**config.mk**
```make
export PLATFORM = sky130hd
export DESIGN_NAME = uart_fc
export DESIGN_NICKNAME = d
export VERILOG_FILES = /design/src/rtl/uart_fc_pkg.sv /design/src/rtl/uart_fc_fifo.sv /design/src/rtl/uart_fc_baud.sv /design/src/rtl/uart_fc_tx.sv /design/src/rtl/uart_fc_rx.sv /design/src/rtl/uart_fc.sv
export SDC_FILE = /design/constraint.sdc
export NUM_CORES = 1
export LEC_CHECK = 0
export ABC_AREA = 0
export CORE_ASPECT_RATIO = 0.9
export CORE_UTILIZATION = 40
export DETAILED_ROUTE_END_ITERATION = 12
export REMOVE_ABC_BUFFERS = 1
export SYNTH_ARGS = -nofsm -noshare
export SYNTH_HDL_FRONTEND = slang
export SYNTH_SLANG_ARGS = --single-unit
export TNS_END_PERCENT = 100
```
**constraint.sdc**
```tcl
create_clock -name clk -period 6.48 [get_ports clk]
set_input_delay 1.296 -clock clk [delete_from_list [all_inputs] [get_ports clk]]
set_output_delay 1.296 -clock clk [all_outputs]
set_load 0.01 [all_outputs]
```
**src/rtl/uart_fc_pkg.sv**
```systemverilog
package uart_fc_pkg;

   localparam int OVS   = 16;
   localparam int OVS_W = $clog2(OVS);

   localparam logic [2:0] A_DATA = 3'd0;
   localparam logic [2:0] A_DIVL = 3'd1;
   localparam logic [2:0] A_DIVH = 3'd2;
   localparam logic [2:0] A_FRAC = 3'd3;
   localparam logic [2:0] A_CTRL = 3'd4;
   localparam logic [2:0] A_STAT = 3'd5;

   typedef enum logic [1:0] {
      LN_IDLE,
      LN_START,
      LN_DATA,
      LN_STOP
   } line_st_e;

   typedef struct packed {
      logic       auto_rts;
      logic       auto_cts;
      logic [1:0] trig_sel;
   } ctrl_t;

   function automatic int unsigned trig_level(input logic [1:0] sel);
      case (sel)
         2'd0:    return 1;
         2'd1:    return 4;
         2'd2:    return 8;
         default: return 14;
      endcase
   endfunction

endpackage

```
**src/rtl/uart_fc_fifo.sv**
```systemverilog
module uart_fc_fifo #(
   parameter int WIDTH = 8,
   parameter int DEPTH = 16,
   localparam int AW   = (DEPTH > 1) ? $clog2(DEPTH) : 1,
   localparam int CW   = $clog2(DEPTH + 1)
) (
   input  logic             clk,
   input  logic             rst_n,
   input  logic             push,
   input  logic [WIDTH-1:0] din,
   input  logic             pop,
   output logic [WIDTH-1:0] dout,
   output logic [CW-1:0]    count,
   output logic             full,
   output logic             empty
);

   if (DEPTH < 2) begin : g_bad_depth
      $error("uart_fc_fifo: DEPTH must be at least 2");
   end
   if (WIDTH < 1) begin : g_bad_width
      $error("uart_fc_fifo: WIDTH must be positive");
   end

   logic [WIDTH-1:0] mem [DEPTH];
   logic [AW-1:0]    wptr, rptr;
   logic             do_push, do_pop;

   assign full    = (count == CW'(DEPTH));
   assign empty   = (count == '0);
   assign do_push = push && !full;
   assign do_pop  = pop && !empty;
   assign dout    = mem[rptr];

   function automatic logic [AW-1:0] bump(input logic [AW-1:0] p);
      return (p == AW'(DEPTH - 1)) ? '0 : p + AW'(1);
   endfunction

   always_ff @(posedge clk) begin
      if (do_push) mem[wptr] <= din;
   end

   always_ff @(posedge clk or negedge rst_n) begin
      if (!rst_n) begin
         wptr  <= '0;
         rptr  <= '0;
         count <= '0;
      end else begin
         if (do_push) wptr <= bump(wptr);
         if (do_pop)  rptr <= bump(rptr);
         case ({do_push, do_pop})
            2'b10:   count <= count + CW'(1);
            2'b01:   count <= count - CW'(1);
            default: count <= count;
         endcase
      end
   end

endmodule

```
**src/rtl/uart_fc_baud.sv**
```systemverilog
module uart_fc_baud #(
   parameter int DIV_W = 16
) (
   input  logic             clk,
   input  logic             rst_n,
   input  logic             restart,
   input  logic [DIV_W-1:0] divisor,
   input  logic [3:0]       mulval,
   input  logic [3:0]       divadd,
   output logic             tick
);

   logic [DIV_W-1:0] cnt;
   logic [DIV_W-1:0] div_m1;
   logic [4:0]       acc, acc_nxt, mul_eff;
   logic [3:0]       add_eff;
   logic             stall, frac_ok;

   assign frac_ok = (mulval != 4'd0) && (divadd < mulval);
   assign add_eff = frac_ok ? divadd : 4'd0;
   assign mul_eff = frac_ok ? {1'b0, mulval} : 5'd1;
   assign acc_nxt = acc + {1'b0, add_eff};
   assign div_m1  = (divisor == '0) ? '0 : divisor - DIV_W'(1);

   always_ff @(posedge clk or negedge rst_n) begin
      if (!rst_n) begin
         cnt   <= '0;
         acc   <= '0;
         stall <= 1'b0;
         tick  <= 1'b0;
      end else if (restart) begin
         cnt   <= '0;
         acc   <= '0;
         stall <= 1'b0;
         tick  <= 1'b0;
      end else begin
         tick <= 1'b0;
         if (stall) begin
            stall <= 1'b0;
         end else begin
            if (cnt >= div_m1) begin
               cnt  <= '0;
               tick <= 1'b1;
            end else begin
               cnt <= cnt + DIV_W'(1);
            end
            if (acc_nxt >= mul_eff) begin
               acc   <= acc_nxt - mul_eff;
               stall <= 1'b1;
            end else begin
               acc <= acc_nxt;
            end
         end
      end
   end

endmodule

```
**src/rtl/uart_fc_tx.sv**
```systemverilog
module uart_fc_tx
   import uart_fc_pkg::*;
(
   input  logic       clk,
   input  logic       rst_n,
   input  logic       tick,
   input  logic       avail,
   input  logic [7:0] data,
   input  logic       cts_block,
   output logic       pop,
   output logic       txd,
   output logic       busy
);

   line_st_e         state;
   logic [OVS_W-1:0] sub;
   logic [2:0]       bitn;
   logic [7:0]       shreg;
   logic             bit_end;

   assign pop     = tick && (state == LN_IDLE) && avail && !cts_block;
   assign busy    = (state != LN_IDLE);
   assign bit_end = (sub == OVS_W'(OVS - 1));

   always_ff @(posedge clk or negedge rst_n) begin
      if (!rst_n) begin
         state <= LN_IDLE;
         sub   <= '0;
         bitn  <= '0;
         shreg <= '0;
         txd   <= 1'b1;
      end else if (tick) begin
         case (state)
            LN_IDLE: begin
               if (pop) begin
                  shreg <= data;
                  sub   <= '0;
                  txd   <= 1'b0;
                  state <= LN_START;
               end
            end
            LN_START: begin
               sub <= sub + OVS_W'(1);
               if (bit_end) begin
                  txd   <= shreg[0];
                  shreg <= {1'b0, shreg[7:1]};
                  bitn  <= '0;
                  state <= LN_DATA;
               end
            end
            LN_DATA: begin
               sub <= sub + OVS_W'(1);
               if (bit_end) begin
                  if (bitn == 3'd7) begin
                     txd   <= 1'b1;
                     state <= LN_STOP;
                  end else begin
                     txd   <= shreg[0];
                     shreg <= {1'b0, shreg[7:1]};
                     bitn  <= bitn + 3'd1;
                  end
               end
            end
            default: begin
               sub <= sub + OVS_W'(1);
               if (bit_end) state <= LN_IDLE;
            end
         endcase
      end
   end

endmodule

```
**src/rtl/uart_fc_rx.sv**
```systemverilog
module uart_fc_rx
   import uart_fc_pkg::*;
(
   input  logic       clk,
   input  logic       rst_n,
   input  logic       tick,
   input  logic       rxd,
   output logic       valid,
   output logic [7:0] data,
   output logic       ferr
);

   line_st_e         state;
   logic [OVS_W-1:0] sub;
   logic [2:0]       bitn;
   logic [7:0]       shreg;
   logic             prev;
   logic             bit_mid;
   logic             start_mid;

   assign bit_mid   = (sub == OVS_W'(OVS - 1));
   assign start_mid = (sub == OVS_W'(OVS / 2 - 1));

   always_ff @(posedge clk or negedge rst_n) begin
      if (!rst_n) begin
         state <= LN_IDLE;
         sub   <= '0;
         bitn  <= '0;
         shreg <= '0;
         prev  <= 1'b1;
         valid <= 1'b0;
         data  <= '0;
         ferr  <= 1'b0;
      end else begin
         valid <= 1'b0;
         if (tick) begin
            prev <= rxd;
            case (state)
               LN_IDLE: begin
                  if (prev && !rxd) begin
                     sub   <= '0;
                     state <= LN_START;
                  end
               end
               LN_START: begin
                  if (start_mid) begin
                     sub  <= '0;
                     bitn <= '0;
                     state <= rxd ? LN_IDLE : LN_DATA;
                  end else begin
                     sub <= sub + OVS_W'(1);
                  end
               end
               LN_DATA: begin
                  sub <= sub + OVS_W'(1);
                  if (bit_mid) begin
                     shreg <= {rxd, shreg[7:1]};
                     if (bitn == 3'd7) state <= LN_STOP;
                     else              bitn  <= bitn + 3'd1;
                  end
               end
               default: begin
                  sub <= sub + OVS_W'(1);
                  if (bit_mid) begin
                     valid <= 1'b1;
                     data  <= shreg;
                     ferr  <= !rxd;
                     state <= LN_IDLE;
                  end
               end
            endcase
         end
      end
   end

endmodule

```
**src/rtl/uart_fc.sv**
```systemverilog
module uart_fc
   import uart_fc_pkg::*;
#(
   parameter int FIFO_DEPTH  = 16,
   parameter int DIV_W       = 16,
   parameter int SYNC_STAGES = 2
) (
   input  logic       clk,
   input  logic       rst_n,
   input  logic [2:0] addr,
   input  logic       wr_en,
   input  logic [7:0] wr_data,
   input  logic       rd_en,
   output logic [7:0] rd_data,
   output logic       irq_rx,
   output logic       txd,
   input  logic       rxd,
   input  logic       cts_n,
   output logic       rts_n
);

   localparam int CNT_W = $clog2(FIFO_DEPTH + 1);

   if (FIFO_DEPTH < 16) begin : g_bad_depth
      $error("uart_fc: FIFO_DEPTH must reach the highest trigger level");
   end
   if (DIV_W < 8 || DIV_W > 16) begin : g_bad_div
      $error("uart_fc: DIV_W must lie between 8 and 16");
   end
   if (SYNC_STAGES < 2) begin : g_bad_sync
      $error("uart_fc: SYNC_STAGES must be at least 2");
   end

   // input synchronizers
   logic [SYNC_STAGES-1:0] rx_sync, cts_sync;
   logic                   rxd_s, cts_hi;

   always_ff @(posedge clk or negedge rst_n) begin
      if (!rst_n) begin
         rx_sync  <= '1;
         cts_sync <= '1;
      end else begin
         rx_sync  <= {rx_sync[SYNC_STAGES-2:0], rxd};
         cts_sync <= {cts_sync[SYNC_STAGES-2:0], cts_n};
      end
   end
   assign rxd_s  = rx_sync[SYNC_STAGES-1];
   assign cts_hi = cts_sync[SYNC_STAGES-1];

   // configuration registers
   logic [7:0]       div_lo;
   logic [7:0]       div_hi_rd;
   logic [DIV_W-1:0] divisor;
   logic [3:0]       mulval, divadd;
   ctrl_t            ctrl;
   logic             auto_cts_en, auto_rts_en;

   always_ff @(posedge clk or negedge rst_n) begin
      if (!rst_n) begin
         div_lo <= 8'd1;
         mulval <= 4'd1;
         divadd <= 4'd0;
         ctrl   <= '0;
      end else if (wr_en) begin
         case (addr)
            A_DIVL:  div_lo <= wr_data;
            A_FRAC:  {mulval, divadd} <= wr_data;
            A_CTRL:  ctrl <= ctrl_t'(wr_data[3:0]);
            default: ;
         endcase
      end
   end

   if (DIV_W > 8) begin : g_div_wide
      logic [DIV_W-9:0] div_hi;
      always_ff @(posedge clk or negedge rst_n) begin
         if (!rst_n)                       div_hi <= '0;
         else if (wr_en && addr == A_DIVH) div_hi <= wr_data[DIV_W-9:0];
      end
      assign divisor   = {div_hi, div_lo};
      assign div_hi_rd = 8'(div_hi);
   end else begin : g_div_narrow
      assign divisor   = div_lo;
      assign div_hi_rd = 8'd0;
   end

   assign auto_cts_en = ctrl.auto_cts;
   assign auto_rts_en = ctrl.auto_rts;

   // baud tick
   logic baud_tick, baud_restart;
   assign baud_restart = wr_en && (addr == A_DIVL || addr == A_DIVH || addr == A_FRAC);

   uart_fc_baud #(.DIV_W(DIV_W)) i_baud (
      .clk     (clk),
      .rst_n   (rst_n),
      .restart (baud_restart),
      .divisor (divisor),
      .mulval  (mulval),
      .divadd  (divadd),
      .tick    (baud_tick)
   );

   // transmit path
   logic             tx_wr, tx_pop, tx_full, tx_empty, tx_busy, tx_idle;
   logic [7:0]       tx_head;
   logic [CNT_W-1:0] tx_count;

   assign tx_wr = wr_en && (addr == A_DATA);

   uart_fc_fifo #(.WIDTH(8), .DEPTH(FIFO_DEPTH)) i_txq (
      .clk   (clk),
      .rst_n (rst_n),
      .push  (tx_wr),
      .din   (wr_data),
      .pop   (tx_pop),
      .dout  (tx_head),
      .count (tx_count),
      .full  (tx_full),
      .empty (tx_empty)
   );

   uart_fc_tx i_tx (
      .clk       (clk),
      .rst_n     (rst_n),
      .tick      (baud_tick),
      .avail     (!tx_empty),
      .data      (tx_head),
      .cts_block (auto_cts_en && cts_hi),
      .pop       (tx_pop),
      .txd       (txd),
      .busy      (tx_busy)
   );

   assign tx_idle = tx_empty && !tx_busy;

   // receive path
   logic             rx_valid, rx_ferr, rx_pop, rx_full, rx_empty;
   logic [7:0]       rx_byte;
   logic [8:0]       rx_head;
   logic [CNT_W-1:0] rx_count, trig_lvl;
   logic             lvl_hit;

   uart_fc_rx i_rx (
      .clk   (clk),
      .rst_n (rst_n),
      .tick  (baud_tick),
      .rxd   (rxd_s),
      .valid (rx_valid),
      .data  (rx_byte),
      .ferr  (rx_ferr)
   );

   assign rx_pop = rd_en && (addr == A_DATA);

   uart_fc_fifo #(.WIDTH(9), .DEPTH(FIFO_DEPTH)) i_rxq (
      .clk   (clk),
      .rst_n (rst_n),
      .push  (rx_valid),
      .din   ({rx_ferr, rx_byte}),
      .pop   (rx_pop),
      .dout  (rx_head),
      .count (rx_count),
      .full  (rx_full),
      .empty (rx_empty)
   );

   assign trig_lvl = CNT_W'(trig_level(ctrl.trig_sel));
   assign lvl_hit  = (rx_count >= trig_lvl);
   assign irq_rx   = lvl_hit;

   // sticky error flags and handshake output
   logic stat_rd, ovr_rx, ovf_tx, rts_q;
   assign stat_rd = rd_en && (addr == A_STAT);

   always_ff @(posedge clk or negedge rst_n) begin
      if (!rst_n) begin
         ovr_rx <= 1'b0;
         ovf_tx <= 1'b0;
         rts_q  <= 1'b0;
      end else begin
         if (rx_valid && rx_full) ovr_rx <= 1'b1;
         else if (stat_rd)        ovr_rx <= 1'b0;
         if (tx_wr && tx_full)    ovf_tx <= 1'b1;
         else if (stat_rd)        ovf_tx <= 1'b0;
         rts_q <= auto_rts_en && lvl_hit;
      end
   end
   assign rts_n = rts_q;

   // read mux
   always_comb begin
      case (addr)
         A_DATA:  rd_data = rx_empty ? 8'd0 : rx_head[7:0];
         A_DIVL:  rd_data = div_lo;
         A_DIVH:  rd_data = div_hi_rd;
         A_FRAC:  rd_data = {mulval, divadd};
         A_CTRL:  rd_data = {4'd0, ctrl};
         A_STAT:  rd_data = {1'b0, lvl_hit, tx_idle, tx_empty, ovf_tx, ovr_rx,
                             rx_head[8] && !rx_empty, !rx_empty};
         default: rd_data = 8'd0;
      endcase
   end

endmodule

```
; Word level (Yosys, flattened, before mapping)
; Memory sizes are Yosys's and may differ from the RTL's.
; Index checks and enable logic that the tools add are counted.
[word_totals]
regBits = 130
ramBits = 272
in_bits = 17
out_inout_bits = 11
wordCells = 226
n_memories = 2
[memory_table]
columns = memory, depth, word_bits, read_ports, rd_clocked_by_memory_dff, write_ports, line_no
row1 = i_rxq.mem, 16, 9, 1, 0, 1, uart_fc_fifo.sv:25  ; logic [WIDTH-1:0] mem [DEPTH];
row2 = i_txq.mem, 16, 8, 1, 0, 1, uart_fc_fifo.sv:25
[classes]
n_addsub = 16
magnitude_cmp = 4
n_eq_ne = 37
muxes = 70
n_bitwise = 1
n_reduce_logical = 61
[ops]
columns = op, count
row1 = $mux W16, 4
row2 = $pmux W8 S6, 1
row3 = $mux W4, 10
row4 = $mux W8, 5
row5 = $add A4 B1 Y4 const B, 6
row6 = $eq A4 B4 Y1 const B, 6
row7 = $pmux W8 S3, 1
row8 = $mux W2, 11
row9 = $logic_and A1 B1 Y1, 20
row10 = $mux W1, 20
row11 = $pmux W5 S2, 2
row12 = $mux W3, 6
row13 = $reduce_and A6 Y1, 3
row14 = $add A16 B1 Y16 const B, 1
row15 = $ge A16 B16 Y1, 1
row16 = $logic_not A16 Y1, 1
row17 = $reduce_bool A2 Y1, 8
row18 = $sub A16 B1 Y16 const B, 1
row19 = $mux W5, 3
row20 = $reduce_and A5 Y1, 3
row21 = $ne A2 B1 Y1 const B, 7
row22 = $eq A3 B3 Y1 const B, 4
row23 = $pmux W2 S3, 2
row24 = $pmux W3 S2, 2
row25 = other kinds (28), 61

; Longest topological paths before layout
; Gate-level depths: netlist of run 1.
[logic_depth]
ltp_word = 8
mapped_depth = 17
mapped_depth_nobuf = 17

; Modules after synthesis
; A second synthesis of run 1 with hierarchy kept.
[unflattened]
hier_cells = 1267
hier_area_um2 = 18609.1
[modules_own_cells]
columns = mod, instances, cells_each, area_each_um2, seq_area_each_um2
row1 = uart_fc_fifo at i_rxq, 1, 338, 6412.4, 4649.5
row2 = uart_fc_fifo at i_txq, 1, 311, 5765.5, 4169.0
row3 = uart_fc_baud, 1, 287, 2347.3, 575.6
row4 = uart_fc, 1, 152, 1838.0, 883.3
row5 = uart_fc_rx, 1, 92, 1238.7, 701.9
row6 = uart_fc_tx, 1, 87, 1007.2, 451.7

; Least setup slack after synthesis of run 1
; No wires, ideal clock.
[synth_timing]
path_type = in2out
from = in addr[0]
to = out rd_data[5]
arrival_time_ns = 2.419
required_ns = 5.184
path_slack_ns = 2.765
path_stages = 5
path_buffers = 2
cell_sequence = buf_2 -> buf_1 -> mux2_2 -> a22oi_1 -> o211ai_1
[synth_between]
elab_chain_cells = 2
word_cells_on_any_way = 7
classes_between = 5 x eq/ne / 1 x mux / 1 x reduce/logical
[synth_lines]
columns = element, line_no
row1 = start: declaration, uart_fc.sv:10  ; input logic [2:0] addr,
row2 = "$eq A3 B3 Y1, or another cell as far along", uart_fc.sv:193  ; case (addr)
row3 = $pmux W8 S6 (*), uart_fc.sv:193
row4 = end: declaration, uart_fc.sv:14  ; output logic [7:0] rd_data,
; Every way passes the cells marked *; elsewhere a longest branch is shown, timed or not.

; Worst setup path in the final report of run 1
[layout_timing]
from = in addr[0]
to = out rd_data[2]
; Same word-level chain as after synthesis.

==> flow_summary.rst, run 1 <==
.. list-table::
   :header-rows: 1

   * - Metric
     - Value
   * - Result of the run
     - finished, final reports clean
   * - Unrepaired setup endpoints after global routing
     - no
   * - Count of final setup violators
     - 0
   * - Net total in the final layout
     - 1,330
   * - Multiplexer share of the synthesized area
     - 0.140
   * - Pin count of the biggest net entering global routing
     - 86
   * - Leakage power summed over all cells
     - 7.11 nW
   * - Worst Hold Launch
     - cts_sync[0]
   * - Dominant combinational cell family by area after synthesis
     - multiplexers
   * - Number of clock buffers inserted by TritonCTS
     - 42
   * - Count of input and output buffers
     - 27
   * - Achievable frequency
     - 0.192 GHz
   * - Setup fix buffers added after clock tree synthesis
     - 0
   * - Die width
     - 226 µm
   * - Share of power burned in the clock network
     - 0.332
   * - Layout Area Growth over Synthesis
     - 12.3%
   * - Maximum root-to-sink buffer count
     - 3
   * - Effective utilization at floorplan
     - 0.408
   * - Origin of the worst setup path
     - addr[0]
   * - Area share of xor/xnor cells in the synthesized design
     - 0.0160
   * - Worst reg2reg path startpoint
     - div_hi_rd[2]
   * - Setup Skew
     - 0.0283 ns
   * - Area used by multi-input combinational logic
     - 6280 µm²
   * - Pin slew with the least headroom to its limit
     - 1.09 ns
   * - Sum of overflow across all layers after global routing
     - 0
   * - DRC violation count after routing
     - 0
   * - Number of global-route vias before repair
     - 10,200
   * - Post-Syn Area per Cell
     - 14.9 µm²
   * - Path type of the worst min-delay path
     - flip-flop to flip-flop
   * - Ports placed on the boundary
     - 28
   * - Vias after detailed routing
     - 10,100
   * - Power after layout
     - 7.10 mW
   * - Proportion of total power due to net switching
     - 0.292
   * - Most used cells in the layout excluding fill and tap cells
     - edfxtp_1, nand2_1, dfrtp_1
   * - CP bufs+invs
     - 2
   * - Number of synthesized register bits
     - 402
   * - Data required time of the critical path
     - 5.18 ns
   * - Number of enable flip-flop cells after synthesis
     - 272
   * - Clk root buf
     - clkbuf_16
   * - DRC violation total after the first TritonRoute iteration
     - 853
   * - Final hold violation count
     - 0
   * - Number of violations of the max-capacitance limit
     - 0
   * - Number of instances in the synthesized netlist
     - 1,214
   * - Reg clk slew, reported paths
     - 0.06 ns
   * - WP data arrival
     - 3.90 ns
   * - Core region area
     - 44,400 µm²
   * - Clock latency of the later-clocked register in the worst-skew pair
     - 0.57 ns
   * - Summed instance area of the synthesized netlist
     - 18,100 µm²
   * - Maximum fanout along the worst path
     - 21
   * - Most frequent CP cell
     - clkdlybuf4s50_1
   * - Number of iterations in the first detailed-routing pass
     - 5
   * - Number of clock sinks
     - 402
   * - Simple-gate share of the synthesized area
     - 0.0766
   * - Share of power burned in combinational logic
     - 0.226
   * - Synthesized-area fraction occupied by ao, oa, aoi and oai cells
     - 0.0669
   * - Post-Synth Adder-Cell Area
     - 0.0472
   * - CTS H-Tree Depth
     - 2
   * - Initial antenna violation count
     - 0
   * - Global-route wire length before repair
     - 60.1 mm
   * - Worst setup SP type
     - primary input
   * - Commonest non-fill, non-tap cell in the layout
     - edfxtp_1
   * - Nature of the critical path endpoint
     - output port
   * - Register area share after synthesis
     - 0.631
   * - CTS tree
     - done
   * - Seq. cell area
     - 11,400 µm²
   * - Final-layout fill cell count
     - 3,929
   * - Fraction of layout cells with a size suffix above 1
     - 0.175
   * - Total Neg Setup Slack
     - 0 ns
   * - CP peak stage delay
     - 1.00 ns
   * - Number of buffers inserted by hold repair at cts
     - 0
   * - Net switching power
     - 2.08 mW
   * - Post-detailed-routing wire length
     - 38.2 mm
   * - Total track usage
     - 0.171
   * - CP Class
     - primary input to output port
   * - Minimum clock period after layout
     - 5.20 ns
   * - Number of cells upsized or downsized after cts
     - 0
   * - Worst-path cell with the longest stage delay
     - clkdlybuf4s50_1
   * - Diode count
     - 0
   * - Average routed wire per standard cell
     - 20.3 µm
   * - Total number of placement rows
     - 73
   * - Post-synthesis async set-or-reset flop share
     - 0.323
   * - Int Pwr
     - 5.03 mW
   * - Final HPWL DP
     - 24.8 mm
   * - Last weighted congestion value of the routability-driven placer
     - 0.786
   * - Overall die height
     - 204 µm
   * - Maximum vdd drop
     - 0.000236 V
   * - Tightest slew margin relative to the limit
     - 0.273
   * - Number of warnings reported in the yosys synthesis log
     - 0
   * - Part of the power in registers
     - 0.442
   * - Count of cell types in the netlist
     - 66
   * - Count of nets left with antenna violations after detail routing
     - 0
   * - Cell breakdown of the critical path
     - clkdlybuf4s50_1, nor2b_1, a22oi_1, o221ai_1, clkdlybuf4s50_1
   * - Vias per cell
     - 5.37
   * - Power Dens Cells
     - 349 nW/µm²
   * - Dominant register cell in the synthesized netlist
     - edfxtp_1
   * - Post-route fraction of the period consumed by the critical path
     - 0.802
   * - Die footprint
     - 46,100 µm²
   * - Cell family contributing the most delay on the critical path
     - buffers and inverters
   * - Max-slew violations
     - 0
==> through the flow <==
step           cell area, µm²  worst slack (ns)  hold WS [ns]   util  std cells
6_report                20300              1.28         0.356  0.458       1880
5_1_grt                 20300              1.18         0.361  0.458       1880
4_1_cts                 20300              1.29         0.357  0.458       1880
3_5_place_dp            19000              1.31         0.348  0.428       1803
3_3_place_gp            19000              1.38         0.347  0.428       1803
2_1_floorplan           17900              2.14         0.345      -       1164
==> registers in the layout (all words and copies together) (netlist names), 5 cells and up <==
name         count
div_hi_rd        8
i_baud.acc       5
i_tx.shreg       8
i_txq.mem      128
i_txq.count      5
div_lo           8
i_rx.data        8
i_baud.cnt      16
i_rxq.mem      144
i_rxq.count      5
i_rx.shreg       8
==> power groups by stage <==
stage | Sequential (mW) | Clock (mW) | Combinational, mW
after global routing | 3.17 | 2.52 | 1.78
after floorplan | 3.21 | 0 | 1.10
final | 3.14 | 2.36 | 1.61
after global placement | 3.19 | 0 | 1.58
after detailed placement | 3.19 | 0 | 1.62
after CTS | 3.14 | 2.42 | 1.63
==> cell usage after synthesis, drive strengths merged (9+ instances only) <==
| library cell | number | area [µm²] |
|---|---|---|
| mux4 | 79 | 1780 |
| nor2b | 9 | 56.3 |
| nor4 | 9 | 56.3 |
| xnor2 | 16 | 140 |
| nand3 | 18 | 90.1 |
| buf | 27 | 165 |
| a22o | 10 | 87.6 |
| dfrtp | 122 | 3050 |
| a21o | 18 | 135 |
| nand2 | 135 | 509 |
| ha | 62 | 776 |
| mux2 | 50 | 563 |
| a31oi | 15 | 93.8 |
| clkbuf | 23 | 86.3 |
| o21ai | 54 | 270 |
| xor2 | 17 | 149 |
| mux2i | 19 | 190 |
| nand2b | 17 | 106 |
| nor2 | 42 | 158 |
| a21oi | 29 | 145 |
| and2 | 24 | 150 |
| edfxtp | 272 | 8170 |
| nor3 | 13 | 70.1 |
| inv | 40 | 150 |
| o211ai | 9 | 67.6 |
==> layout make-up <==
cell class              instances  share of cell area
clock inverters                16             0.00511
clock buffers                  61              0.0618
inverters                      41             0.00757
multi-input cells             721               0.309
well taps                     600              0.0369
repair buffers                 39              0.0178
flip-flops and latches        402               0.562
==> final timing paths <==
path                       slack [ns]  cells past startpoint       endpoint
max in group asynchronous        4.48                      2   i_rx.bitn[2]
hold reg to reg                  0.36                      0    cts_sync[1]
hold / removal                   0.36                      0    cts_sync[1]
setup reg to reg                 2.45                     11  i_baud.cnt[3]
setup / recovery                 1.28                      5     rd_data[2]
min in group asynchronous        0.80                      1  i_baud.cnt[5]
==> logic make-up after synthesis <==
family	Yosys count
muxes	148
xor gates and xnor gates	33
AOI/OAI and AO/OA	181
buffers and inverters	91
adders and majority gates	66
DFF	402
and+or+nand+nor	293
==> metal layers <==
layer,part of all wire,up-vias,track usage
met5,0,-,0
li1,-,4712,-
met4,0.019,0,0.0502
met2,0.47,175,0.270
met3,0.039,47,0.0259
met1,0.47,5159,0.246
Power figures use the tool's default switching activity.
==> run 2, diff against run 1 <==
==> constraint.sdc (replaced) <==
create_clock -name clk -period 4.6 [get_ports clk]
set_input_delay 0.92 -clock clk [delete_from_list [all_inputs] [get_ports clk]]
set_output_delay 0.92 -clock clk [all_outputs]
set_load 0.01 [all_outputs]
==> run 2 against run 1 <==
Wire length is 0.21% lower. Largest power group unchanged. Clock power is 36% higher. Utilization hardly changed. Critical path type unchanged.
==> flow_summary.rst, run 2 (synthesis gave the netlist of run 1 again) <==
.. list-table::
   :header-rows: 1

   * - Metric
     - Value
   * - Share of power burned in the clock network
     - 0.323
   * - Clk root buf
     - clkbuf_16
   * - Commonest non-fill, non-tap cell in the layout
     - edfxtp_1
   * - Core region area
     - 44,400 µm²
   * - Net total in the final layout
     - 1,337
   * - Number of cells upsized or downsized after cts
     - 0
   * - Die width
     - 226 µm
   * - Count of final setup violators
     - 0
   * - Clock latency of the later-clocked register in the worst-skew pair
     - 0.56 ns
   * - Number of global-route vias before repair
     - 10,200
   * - CP Class
     - primary input to output port
   * - Vias after detailed routing
     - 10,100
   * - Achievable frequency
     - 0.234 GHz
   * - Number of flip-flops in the largest register
     - 144
   * - Result of the run
     - finished, final reports clean
   * - Int Pwr
     - 7.05 mW
   * - Global-route wire length before repair
     - 60.0 mm
   * - Number of iterations in the first detailed-routing pass
     - 4
   * - Post-detailed-routing wire length
     - 38.1 mm
   * - Setup fix buffers added after clock tree synthesis
     - 0
   * - Number of violations of the max-capacitance limit
     - 0
   * - CTS H-Tree Depth
     - 2
   * - Data required time of the critical path
     - 3.68 ns
   * - Vias per cell
     - 5.34
   * - Number of clock sinks
     - 402
   * - Number of cells after detailed placement
     - 1,811
   * - Layout Area Growth over Synthesis
     - 12.3%
   * - Power after layout
     - 9.93 mW
   * - Diode count
     - 0
   * - Total Neg Setup Slack
     - 0 ns
   * - WP data arrival
     - 3.35 ns
   * - Part of the power in registers
     - 0.445
   * - Final hold violation count
     - 0
   * - Sum of overflow across all layers after global routing
     - 0
   * - Setup Skew
     - 0.0109 ns
   * - Core occupancy in the finished layout
     - 0.458
   * - Die footprint
     - 46,100 µm²
   * - Pin count of the biggest net entering global routing
     - 84
   * - Post-route fraction of the period consumed by the critical path
     - 0.927
   * - DRC violation total after the first TritonRoute iteration
     - 729
   * - Unrepaired setup endpoints after global routing
     - no
   * - Tightest slew margin relative to the limit
     - 0.217
   * - Total number of placement rows
     - 73
   * - Power Dens Cells
     - 488 nW/µm²
   * - Initial antenna violation count
     - 0
   * - Maximum fanout along the worst path
     - 15
   * - Final WS setup
     - 0.334 ns
   * - Reg clk slew, reported paths
     - 0.06 ns
   * - Maximum root-to-sink buffer count
     - 3
   * - Non-filler instance count after layout
     - 1,883
   * - Maximum vdd drop
     - 0.000326 V
   * - Nature of the critical path endpoint
     - output port
   * - Post-placement worst setup slack
     - 0.386 ns
   * - Max-slew violations
     - 0
   * - Number of buffers inserted by hold repair at cts
     - 0
   * - Last weighted congestion value of the routability-driven placer
     - 0.813
   * - Path type of the worst min-delay path
     - flip-flop to flip-flop
   * - Net switching power
     - 2.88 mW
   * - Final HPWL DP
     - 25.0 mm
   * - Most used cells in the layout excluding fill and tap cells
     - edfxtp_1, nand2_1, dfrtp_1
   * - Total track usage
     - 0.172
   * - CTS tree
     - done
   * - Share of power burned in combinational logic
     - 0.232
   * - Worst setup SP type
     - primary input
   * - Pin slew with the least headroom to its limit
     - 1.17 ns
   * - Average routed wire per standard cell
     - 20.3 µm
   * - Proportion of total power due to net switching
     - 0.290
   * - Register with the most flip-flops
     - i_rxq.mem
   * - Fraction of layout cells with a size suffix above 1
     - 0.178
   * - Overall die height
     - 204 µm
   * - Minimum clock period after layout
     - 4.27 ns
   * - Biggest regs
     - i_rxq.mem: 144 flops, i_txq.mem: 128 flops, i_baud.cnt: 16 flops
   * - Ports placed on the boundary
     - 28
   * - Effective utilization at floorplan
     - 0.408
   * - Count of nets left with antenna violations after detail routing
     - 0
   * - DRC violation count after routing
     - 0
   * - Leakage power summed over all cells
     - 7.11 nW
   * - Count of input and output buffers
     - 27
   * - Number of clock buffers inserted by TritonCTS
     - 41
## run 2: changes by cell type in the layout (fill, tap and decap cells not counted), sizes merged
| cell | delta |
|---|---|
| clkinv | -6 |
| bufinv | +2 |
| clkbuf | -6 |
| inv | +5 |
| buf | +8 |
## run 2: power by group through the flow
| stage | combinational [mW] | sequential [mW] | clock (mW) |
|---|---|---|---|
| after floorplan | 1.55 | 4.53 | 0 |
| final | 2.31 | 4.42 | 3.21 |
| after global routing | 2.55 | 4.46 | 3.43 |
| after CTS | 2.34 | 4.42 | 3.29 |
| after detailed placement | 2.33 | 4.49 | 0 |
| after global placement | 2.30 | 4.49 | 0 |
## run 2: area by class of cell
type,count,area [µm²]
sequential,402,11400
inverter,41,154
clock buffer,55,1120
tap,600,751
clock inverter,17,150
multi-input combinational,721,6280
timing repair buffer,47,447
fill,3965,24100
## run 2: layer usage
layer / GRT usage / vias to the layer above / part of all wire
li1: - / 4716 / -
met1: 0.243 / 5131 / 0.47
met2: 0.274 / 161 / 0.47
met3: 0.0262 / 55 / 0.036
met4: 0.0538 / 0 / 0.022
met5: 0 / - / 0
## run 2: worst paths after layout
kind | end | cells past startpoint | slack [ns] | from
hold / removal | rx_sync[1] | 0 | 0.35 | rx_sync[0]
setup reg to reg | i_baud.acc[0] | 17 | 0.59 | mulval[1]
min in group asynchronous | i_baud.cnt[10] | 1 | 0.43 | rst_n
hold reg to reg | rx_sync[1] | 0 | 0.35 | rx_sync[0]
setup / recovery | rd_data[1] | 6 | 0.33 | addr[0]
max in group asynchronous | rx_sync[0] | 2 | 3.23 | rst_n
## run 2: worst max-delay path, stage by stage
cell and delay, ns:
clkdlybuf4s50_1 0.87, nor2b_1 0.51, a22oi_1 0.18, o32ai_1 0.16, a211o_1 0.16, clkdlybuf4s50_1 0.54
## run 2: metrics by stage
stage | cell area (µm²) | hold WS (ns)
2_1_floorplan | 17900 | 0.345
6_report | 20300 | 0.345
3_5_place_dp | 19100 | 0.348
3_3_place_gp | 19100 | 0.348
4_1_cts | 20300 | 0.348
5_1_grt | 20300 | 0.352
==> run 3, diff against run 2 <==
--- a/config.mk
+++ b/config.mk
@@ -6,8 +6,8 @@
 export NUM_CORES = 1
 export LEC_CHECK = 0
 export ABC_AREA = 0
-export CORE_ASPECT_RATIO = 0.9
 export CORE_UTILIZATION = 40
+export CTS_BUF_LIST = sky130_fd_sc_hd__clkbuf_4
 export DETAILED_ROUTE_END_ITERATION = 12
 export REMOVE_ABC_BUFFERS = 1
 export SYNTH_ARGS = -nofsm -noshare
==> constraint.sdc (replaced) <==
create_clock -name clk -period 4.1 [get_ports clk]
set_input_delay 0.82 -clock clk [delete_from_list [all_inputs] [get_ports clk]]
set_output_delay 0.82 -clock clk [all_outputs]
set_load 0.01 [all_outputs]
==> run 3 against run 2 <==
Clock power increased by 4%. Utilization increased by 0.69 points. Highest routed layer unchanged. Critical endpoint is now rd_data[4]. Critical path type is now flip-flop to output port. Sequential power increased by 12%. Cell count is 6.1% higher. Wire length up 3.0%.
==> flow_summary.rst, run 3 (synthesis gave the netlist of run 1 again) <==
.. list-table::
   :header-rows: 1

   * - Metric
     - Value
   * - Pin count of the biggest net entering global routing
     - 73
   * - Number of clock buffers inserted by TritonCTS
     - 102
   * - Maximum fanout along the worst path
     - 11
   * - Maximum vdd drop
     - 0.000308 V
   * - End of the worst register-to-register path
     - i_baud.acc[1]
   * - Global route hottest layer
     - met2
   * - Register with the most flip-flops
     - i_rxq.mem
   * - Effective utilization at floorplan
     - 0.408
   * - Core region area
     - 44,400 µm²
   * - Most frequent CP cell
     - mux4_2
   * - Clock latency of the later-clocked register in the worst-skew pair
     - 0.82 ns
   * - Endpoint of the worst hold path
     - rx_sync[1]
   * - Pin slew with the least headroom to its limit
     - 1.08 ns
   * - Biggest regs
     - i_rxq.mem: 144 flops, i_txq.mem: 128 flops, i_baud.cnt: 16 flops
   * - Post-route fraction of the period consumed by the critical path
     - 0.974
   * - Final HPWL DP
     - 25.5 mm
   * - Number of clock sinks
     - 402
   * - CP peak stage delay
     - 0.56 ns
   * - Path type of the worst min-delay path
     - flip-flop to flip-flop
   * - Initial antenna violation count
     - 2
   * - Total number of placement rows
     - 77
   * - Data required time of the critical path
     - 3.28 ns
   * - Max-slew violations
     - 0
   * - CP bufs+invs
     - 2
   * - Core occupancy in the finished layout
     - 0.465
   * - Cells on worst reg2reg path
     - 16
   * - Final hold violation count
     - 0
   * - CTS H-Tree Depth
     - 3
   * - Worst reg2reg path startpoint
     - divadd[1]
   * - Average routed wire per standard cell
     - 19.7 µm
   * - WP data arrival
     - 3.17 ns
   * - Reg clk slew, reported paths
     - 0.06 ns
   * - Most used cells in the layout excluding fill and tap cells
     - edfxtp_1, clkbuf_4, nand2_1
   * - Met3 Resource Use GR
     - 0.0385
   * - Clk root buf
     - clkbuf_4
   * - Vias per cell
     - 5.29
   * - CTS tree
     - done
   * - Die width
     - 215 µm
   * - Leakage power summed over all cells
     - 7.42 nW
   * - Number of cells after detailed placement
     - 1,804
   * - Commonest non-fill, non-tap cell in the layout
     - edfxtp_1
   * - Count of final setup violators
     - 0
   * - Global-route wire length before repair
     - 62.0 mm
   * - Sum of overflow across all layers after global routing
     - 0
   * - Cell family contributing the most delay on the critical path
     - multiplexers
   * - Setup Skew
     - 0.0861 ns
   * - Result of the run
     - finished, final reports clean
   * - Post-detailed-routing wire length
     - 39.3 mm
   * - Worst setup SP type
     - flip-flop
   * - Setup slack, reg-to-reg
     - 0.28 ns
   * - Number of violations of the max-capacitance limit
     - 0
   * - DRC violation total after the first TritonRoute iteration
     - 696
   * - Grt met1 use
     - 0.228
   * - Final worst hold slack
     - 0.357 ns
   * - Achievable frequency
     - 0.250 GHz
   * - Ports placed on the boundary
     - 28
   * - Maximum root-to-sink buffer count
     - 3
   * - Overall die height
     - 215 µm
   * - CP Class
     - flip-flop to output port
   * - Net total in the final layout
     - 1,409
   * - Met2 track utilization from global routing
     - 0.290
   * - Die footprint
     - 46,100 µm²
   * - Worst-path cell with the longest stage delay
     - mux4_2
   * - Fraction of layout cells with a size suffix above 1
     - 0.252
   * - Number of flip-flops in the largest register
     - 144
   * - Number of stages on the worst setup path
     - 5
   * - Power Dens Cells
     - 543 nW/µm²
   * - Nature of the critical path endpoint
     - output port
   * - Number of iterations in the first detailed-routing pass
     - 5
   * - Worst Hold Launch
     - rx_sync[0]
   * - DRC violation count after routing
     - 0
   * - Total track usage
     - 0.176
   * - Count of input and output buffers
     - 27
   * - Tightest slew margin relative to the limit
     - 0.278
   * - Number of global-route vias before repair
     - 10,900
   * - Minimum clock period after layout
     - 3.99 ns
   * - Vias after detailed routing
     - 10,600
   * - Cell breakdown of the critical path
     - buf_16, mux4_2, mux4_2, a221o_1, dlygate4sd2_1
   * - Count of nets left with antenna violations after detail routing
     - 0
   * - Layout Area Growth over Synthesis
     - 14.0%
   * - Total Neg Setup Slack
     - 0 ns
   * - Last weighted congestion value of the routability-driven placer
     - 0.813
   * - Count of cells along the worst hold path
     - 0
   * - Non-filler instance count after layout
     - 1,997
-- run 3: cell count changes in the layout (fill, tap and decap cells not counted), moves of 5 or more --
cell	previous run	this run
clkbuf_1	9	0
clkbuf_16	41	0
clkbuf_4	1	152
clkdlybuf4s50_1	26	17
clkinv_1	5	19
dlygate4sd2_1	0	8
mux2i_1	19	14
-- run 3: worst max path at each step --
stage | start | to | slack (ns)
4_1_cts | i_rxq.rptr[0] | rd_data[4] | 0.005
5_1_grt | i_rxq.rptr[0] | rd_data[1] | -0.0009
6_report | i_rxq.rptr[0] | rd_data[4] | 0.11
3_3_place_gp | addr[0] | rd_data[1] | 0.20
2_1_floorplan | i_rxq.rptr[0] | rd_data[4] | 0.24
3_5_place_dp | addr[0] | rd_data[1] | 0.13
-- run 3: stage by stage --
stage                     setup slack [ns]  cell area (µm²)  power, mW
after floorplan                      0.237            17900       6.82
after global placement               0.201            19100       7.66
after detailed placement             0.132            19100       7.73
after CTS                          0.00528            20600       11.3
after global routing             -0.000921            20700       11.9
final                                0.105            20700       11.2
-- run 3: repair_timing --
action,CTS,global route
setup buffers,3,3
gates resized for setup,22,4
gates cloned,3,0
endpoints found under the setup margin,9,7
pin swaps,1,2
hold buffers,1,0
endpoints found under the hold margin,37,0
-- run 3: cell type report --
type	count	area, µm²
clock inverter	29	159
fill	3924	23800
sequential	402	11400
inverter	41	154
antenna	2	5.00
multi-input combinational	721	6370
timing repair buffer	58	647
clock buffer	152	1140
tap	592	741
-- run 3: worst reg2reg max path: cells and delay by family, from the launching register on --
kind | cells | cell delay, ns
XOR/XNOR | 1 | 0.18
flip-flops | 1 | 0.42
adder cells (fa/ha/maj) | 3 | 0.86
AO/OA/AOI/OAI | 9 | 1.58
AND/OR/NAND/NOR | 3 | 0.66
-- run 3: layer usage --
layer,part of all wire,vias to the layer above,wire [µm]
met1,0.45,5371,17800
met2,0.49,204,19200
met3,0.035,66,1390
met4,0.024,0,934
met5,0,-,0
li1,-,4933,-
-- run 3: power by group --
group | total [mW] | leakage [nW] | internal (mW) | switching, mW
registers | 4.97 | 3.83 | 4.57 | 0.396
logic | 2.90 | 2.81 | 1.47 | 1.43
clock network | 3.35 | 0.775 | 1.76 | 1.59
total | 11.2 | 7.42 | 7.81 | 3.41
